## src/rtl/i2c_event_status.sv

```systemverilog
module i2c_event_status (
  input  logic        clk,
  input  logic        rst_n,
  input  logic        ev_start,
  input  logic        ev_rstart,
  input  logic        ev_stop,
  input  logic        ev_addr_match,
  input  logic        ev_gcall_match,
  input  logic        ev_addr10_match,
  input  logic        ev_rx_byte,
  input  logic        ev_tx_begin,
  input  logic        ev_ack_done,
  input  logic        ack_nack,
  input  logic        ev_collision,
  input  logic        rw_in,
  input  logic        busy,
  input  logic        tx_wr,
  input  logic        rx_rd,
  input  logic        clr_we,
  input  logic [15:0] clr_data,
  output logic [15:0] status
);

  logic ackstat_q, txact_q, buscol_q, gcall_q, addr10_q, wcol_q, rxovf_q;
  logic dat_q, stopseen_q, startseen_q, rw_q, rxfull_q, txfull_q;

  logic any_start, wr_refused, wr_taken;
  logic clr_buscol, clr_wcol, clr_rxovf;

  assign any_start  = ev_start | ev_rstart;
  assign wr_refused = tx_wr & busy;
  assign wr_taken   = tx_wr & ~busy;
  assign clr_buscol = clr_we & ~clr_data[10];
  assign clr_wcol   = clr_we & ~clr_data[7];
  assign clr_rxovf  = clr_we & ~clr_data[6];

  always_ff @(posedge clk) begin
    if (!rst_n) begin
      ackstat_q   <= 1'b0;
      txact_q     <= 1'b0;
      buscol_q    <= 1'b0;
      gcall_q     <= 1'b0;
      addr10_q    <= 1'b0;
      wcol_q      <= 1'b0;
      rxovf_q     <= 1'b0;
      dat_q       <= 1'b0;
      stopseen_q  <= 1'b0;
      startseen_q <= 1'b0;
      rw_q        <= 1'b0;
      rxfull_q    <= 1'b0;
      txfull_q    <= 1'b0;
    end else begin
      if (ev_ack_done) ackstat_q <= ack_nack;

      if (ev_tx_begin)      txact_q <= 1'b1;
      else if (ev_ack_done) txact_q <= 1'b0;

      if (ev_collision)    buscol_q <= 1'b1;
      else if (clr_buscol) buscol_q <= 1'b0;

      if (ev_gcall_match) gcall_q <= 1'b1;
      else if (ev_stop)   gcall_q <= 1'b0;

      if (ev_addr10_match) addr10_q <= 1'b1;
      else if (ev_stop)    addr10_q <= 1'b0;

      if (wr_refused)    wcol_q <= 1'b1;
      else if (clr_wcol) wcol_q <= 1'b0;

      if (ev_rx_byte && rxfull_q) rxovf_q <= 1'b1;
      else if (clr_rxovf)         rxovf_q <= 1'b0;

      if (ev_addr_match)   dat_q <= 1'b0;
      else if (ev_rx_byte) dat_q <= 1'b1;

      if (any_start) begin
        startseen_q <= 1'b1;
        stopseen_q  <= 1'b0;
      end else if (ev_stop) begin
        startseen_q <= 1'b0;
        stopseen_q  <= 1'b1;
      end

      if (ev_addr_match) rw_q <= rw_in;

      if (ev_rx_byte) rxfull_q <= 1'b1;
      else if (rx_rd) rxfull_q <= 1'b0;

      if (wr_taken)         txfull_q <= 1'b1;
      else if (ev_tx_begin) txfull_q <= 1'b0;
    end
  end

  assign status = {ackstat_q, txact_q, 3'b000, buscol_q, gcall_q, addr10_q,
                   wcol_q, rxovf_q, dat_q, stopseen_q, startseen_q,
                   rw_q, rxfull_q, txfull_q};

  AST_ACK_LOADS: assert property (@(posedge clk) disable iff (!rst_n)
    ev_ack_done |=> status[15] == $past(ack_nack));
  AST_TX_STARTS: assert property (@(posedge clk) disable iff (!rst_n)
    ev_tx_begin |=> status[14]);
  AST_BUSCOL_STICKY: assert property (@(posedge clk) disable iff (!rst_n)
    (status[10] && !clr_we) |=> status[10]);
  AST_STOP_DROPS_GCALL: assert property (@(posedge clk) disable iff (!rst_n)
    (ev_stop && !ev_gcall_match) |=> !status[9]);
  AST_WCOL_ON_BUSY: assert property (@(posedge clk) disable iff (!rst_n)
    (tx_wr && busy) |=> status[7]);
  AST_REFUSED_KEEPS_TBF: assert property (@(posedge clk) disable iff (!rst_n)
    (tx_wr && busy && !ev_tx_begin) |=> $stable(status[0]));
  AST_NO_OVERFLOW_LOSS: assert property (@(posedge clk) disable iff (!rst_n)
    (ev_rx_byte && status[1]) |=> (status[6] && status[1]));
  AST_START_STOP_EXCL: assert property (@(posedge clk) disable iff (!rst_n)
    !(status[4] && status[3]));
  AST_UNUSED_ZERO: assert property (@(posedge clk) disable iff (!rst_n)
    status[13:11] == 3'b000);

endmodule

```

## config.mk

```make
export PLATFORM = sky130hd
export DESIGN_NAME = i2c_event_status
export DESIGN_NICKNAME = d
export VERILOG_FILES = /design/src/rtl/i2c_event_status.sv
export SDC_FILE = /design/constraint.sdc
export NUM_CORES = 1
export LEC_CHECK = 0
export ABC_CLOCK_PERIOD_IN_PS = 1000
export BUFFER_PORTS_ARGS = -buffer_cell sky130_fd_sc_hd__clkbuf_2
export CAP_MARGIN = 5
export CORE_MARGIN = 2
export CORE_UTILIZATION = 35
export DETAILED_ROUTE_END_ITERATION = 8
export PLACE_DENSITY_LB_ADDON = 0.3
export SLEW_MARGIN = 10
export SYNTH_ARGS = -nofsm -noshare
export SYNTH_HDL_FRONTEND = slang
export SYNTH_SLANG_ARGS = --single-unit
```

## constraint.sdc

```tcl
create_clock -name clk -period 1 [get_ports clk]
set_input_delay 0.2 -clock clk [delete_from_list [all_inputs] [get_ports clk]]
set_output_delay 0.2 -clock clk [all_outputs]
set_load 0.01 [all_outputs]
```

# After elaboration in Yosys (flattened, before gate mapping)

Cells that the tools add are included.

Bits in registers: 13
Output and inout bits: 16
Logic and storage cells: 52

Multiplexer cells: 16
Bitwise operators: 11
Reductions and logical operators: 12

Operator list:

| cell               | count |
|---|---|
| 2-bit nonzero test | 9 |
| 1-bit two-way mux  | 16 |
| 1-bit AND          | 5 |
| 1-bit inverter     | 5 |
| 2-bit OR reduction | 2 |
| 1-bit logical AND  | 1 |
| 1-bit OR           | 1 |

# Depth between registers and ports, before layout

Depth in word-level cells: 4
Gate-level depth with buffers: 3

# Worst setup path after synthesis

Ideal clock, no wire load.

Path kind: flip-flop to flip-flop
Start point: register startseen_q (netlist name)
End point: register startseen_q
Arrival: 0.659 ns
Setup slack: 0.219 ns
Cell stages (with the launch flop): 3
Buffers on the path: 0
Clock period less this slack: 0.781 ns
Path through: dfxtp_1 nor2b_1 o31a_2

RTL lines:

| item                 | line | text |
|---|---|---|
| end signal, assigned | 48   | `startseen_q <= 1'b0;` |
| end signal, assigned | 77   | `startseen_q <= 1'b1;` |
| end signal, assigned | 80   | `startseen_q <= 1'b0;` |
| end, declared        | 25   | `logic dat_q, stopseen_q, startseen_q, rw_q, rxfull_q, txfull_q;` |

# Worst setup path after layout

Start point: register buscol_q
End point: output port status[10]

RTL lines:

| item                   | line | text |
|---|---|---|
| start, declared        | 24   | `logic ackstat_q, txact_q, buscol_q, gcall_q, addr10_q, wcol_q, rxovf_q;` |
| start signal, assigned | 41   | `buscol_q <= 1'b0;` |
| start signal, assigned | 58   | `if (ev_collision) buscol_q <= 1'b1;` |
| start signal, assigned | 59   | `else if (clr_buscol) buscol_q <= 1'b0;` |
| end, declared          | 21   | `output logic [15:0] status` |

No word-level cell between the ends.

==> flow_summary_export.csv <==
group,metric,value,unit
floorplan,ioPinCount,50,
power_and_ir_drop,sequentialPowerShare,54.1,%
worst_hold_path,hold_path_class,"in -> reg",
setup_path,cp.arrival,0.74,ns
setup_path,startpoint_type,"flip-flop",
place,finalWeightedCongestion,0.5598,
drt,dr.pass1.iters,1,
setup_path,slowest_stage,"dfxtp_2",
status,run_status,"finished, final reports clean",
clocking,ctsHoldBuffers,0,
global_route,grt_max_degree,16,
clocking,cts_buffer_depth,2,
drt,routed_via_density,3.991,
floorplan,die_y,46.28,µm
power_and_ir_drop,powerDensity,1437,nW/µm²
synthesis,synth-edff-count,0,
global_route,gr-usage-all-layers,10.07,%
layout,utilization,42.56,%
setup_path,crit_chain,"clkbuf_2",
setup_path,critPathMaxFanout,2,
synthesis,netlist_area,625.6,µm²
setup_path,cp_top_family,"flip-flops",
setup_path,crit_required,0.80,ns
global_route,antenna_found_initial,0,
drt,drt_iter0_drc,0,
clocking,insertion_delay,0.27,ns
power_and_ir_drop,vdd_ir_drop_max,757.6,µV
synthesis,yosysMostFrequentCell,"buf_4",
global_route,grt_pass1_vias,360,
timing,whs,0.1151,ns
synthesis,synthCells,63,
clocking,clock_sinks,13,
setup_path,worstSetupEndpointType,"primary output",
clocking,cts_buffers,3,
setup_path,critical_path_class,"reg -> out",
power_and_ir_drop,power.switching,253.9,µW
synthesis,seq_area_frac_synth,41.60,%
layout,fillCellCount,184,
place,port_buffers,33,
setup_path,critical_path_buf_inv_count,1,
synthesis,async_reset_ff_share,0,%
drt,routedWlPerCell,8.891,µm
timing,rsz0062_at_grt,"no",
power_and_ir_drop,p_comb_share,15.4,%
power_and_ir_drop,p_leak,0.0003545,µW
synthesis,ys_types,17,
timing,finClkSkew,0.0004485,ns
power_and_ir_drop,internal_power,790.5,µW
synthesis,yosys_most_used_dff,"dfxtp_1",
floorplan,fp-row-count,15,
global_route,grt_first_pass_wirelength,1.462,mm
synthesis,netlist.area_leader.share,41.60,%
drt,vias,439,
synthesis,yosys_warnings,0,
layout,nNetsFinal,120,
run,drv_cap,0,
floorplan,core_area,1708,µm²
timing,max_freq,1061,MHz
clocking,cts_tree,"done",
synthesis,syn_area_per_cell,9.930,µm²
place,dpl.hpwl,792.7,µm
clocking,htreeDepth,1,
power_and_ir_drop,power.share.switching,24.31,%
power_and_ir_drop,clkPwrFrac,30.5,%
synthesis,synth_common_cells,"buf_4 (16), dfxtp_1 (13), nor2b_1 (7)",
layout,drive_gt1_share,54.12,%
clocking,cts-root-buf,"clkbuf_4",
timing,fin_crit_sh,94.23,%
timing,fin_setup_tns,0,ns
drt,wl,978,µm
timing,setup_violations,0,
timing,fin_crit,0.9423,ns
synthesis,ys_ff_latch,13,
synthesis,ys_top_cells_by_area,"dfxtp_1 (42%), buf_4 (19%), nor2b_1 (7.0%), o21a_1 (4.8%), o21ai_2 (4.2%)",
timing,hold_viol,0,
global_route,grt-ovfl-total,0,
clocking,clk_pin_slew_worst_paths,0.08,ns
synthesis,yosysTopAreaCell,"dfxtp_1",
floorplan,start_util,36.63,%
drt,drc,0,
floorplan,die-area,2141,µm²
layout,antennaDiodeCount,0,
setup_path,slowest_delay,0.34,ns
floorplan,fp.dieW,46.28,µm
drt,drtAntennaViolNets,0,
layout,synthToLayoutAreaGrowth,16.20,%
timing,slew_violations,0,
## final timing paths
path / from / to / slack, ns / depth (start not counted)
worst max-delay path: buscol_q / status[10] / 0.06 / 1
worst min-delay path: ev_addr_match / dat_q / 0.12 / 2
worst max register to register: startseen_q / startseen_q / 0.19 / 2
worst min register to register: rxovf_q / rxovf_q / 0.46 / 2
## cell type report
class	count	area, µm²	share of cell area [%]
multi-input cells	35	241.5	33.22
well taps	25	31.28	4.303
repair buffers	33	165.2	22.72
clock buffers	4	26.28	3.614
flip-flops and latches	13	262.8	36.14
## routing by layer
layer | track usage (%) | vias to the layer above | share of wire (%)
met1 | 12.21 | 188 | 42
met3 | 3.529 | 2 | 4.5
li1 | - | 232 | -
met4 | 8.571 | 0 | 1.9
met5 | 0 | - | 0
met2 | 13.89 | 17 | 51
## cell usage in the layout, fill, tap and decap left out, drive strengths merged
cell type  count
nor2b          7
a21boi         1
o21ai          3
mux2i          2
nand2b         2
and2b          2
o21a           4
nor2           3
nor3b          2
nand2          2
clkbuf        37
nand3          2
o31a           1
conb           3
nor4b          1
dfxtp         13
## kinds of logic (layout without fill, tap and decap cells)
| logic type | Yosys count | in the layout | synth area share [%] |
|---|---|---|---|
| and+or+nand+nor | 21 | 21 | 21.20 |
| buffers and inverters | 17 | 37 | 21.00 |
| DFF | 13 | 13 | 41.60 |
| AOI/OAI and AO/OA | 9 | 9 | 12.40 |
| muxes | 2 | 2 | 3.200 |
| other | 1 | 3 | 0.5994 |
## power by group through the flow
stage	clock network [µW]	logic [µW]	registers [µW]
4_1_cts	342	164	565
3_5_place_dp	0	164	577
2_1_floorplan	0	135	573
5_1_grt	359	180	569
3_3_place_gp	0	161	575
6_report	318	161	565
## state kept, by name (all words and copies together) (netlist names)
register	cells
rw_q	1
startseen_q	1
stopseen_q	1
rxovf_q	1
txfull_q	1
rxfull_q	1
txact_q	1
wcol_q	1
gcall_q	1
ackstat_q	1
dat_q	1
buscol_q	1
addr10_q	1
## through the flow
stage	area (µm²)	setup slack, ns	cells	total power (µW)
6_report	726.9	0.05774	110	1044
5_1_grt	726.9	0.006338	110	1108
2_1_floorplan	633.1	0.2194	65	708.2
3_5_place_dp	698.2	0.1927	106	740.2
3_3_place_gp	698.2	0.1961	106	736.0
4_1_cts	724.4	0.01038	110	1071
## timing repair
item / in CTS / in global routing
endpoints found under the hold margin: 0 / 0
gates resized for setup: 0 / 2
setup endpoints to repair: 0 / 2
buffers inserted: 0 / 0
Note: power is estimated with default switching activity, not from simulation.
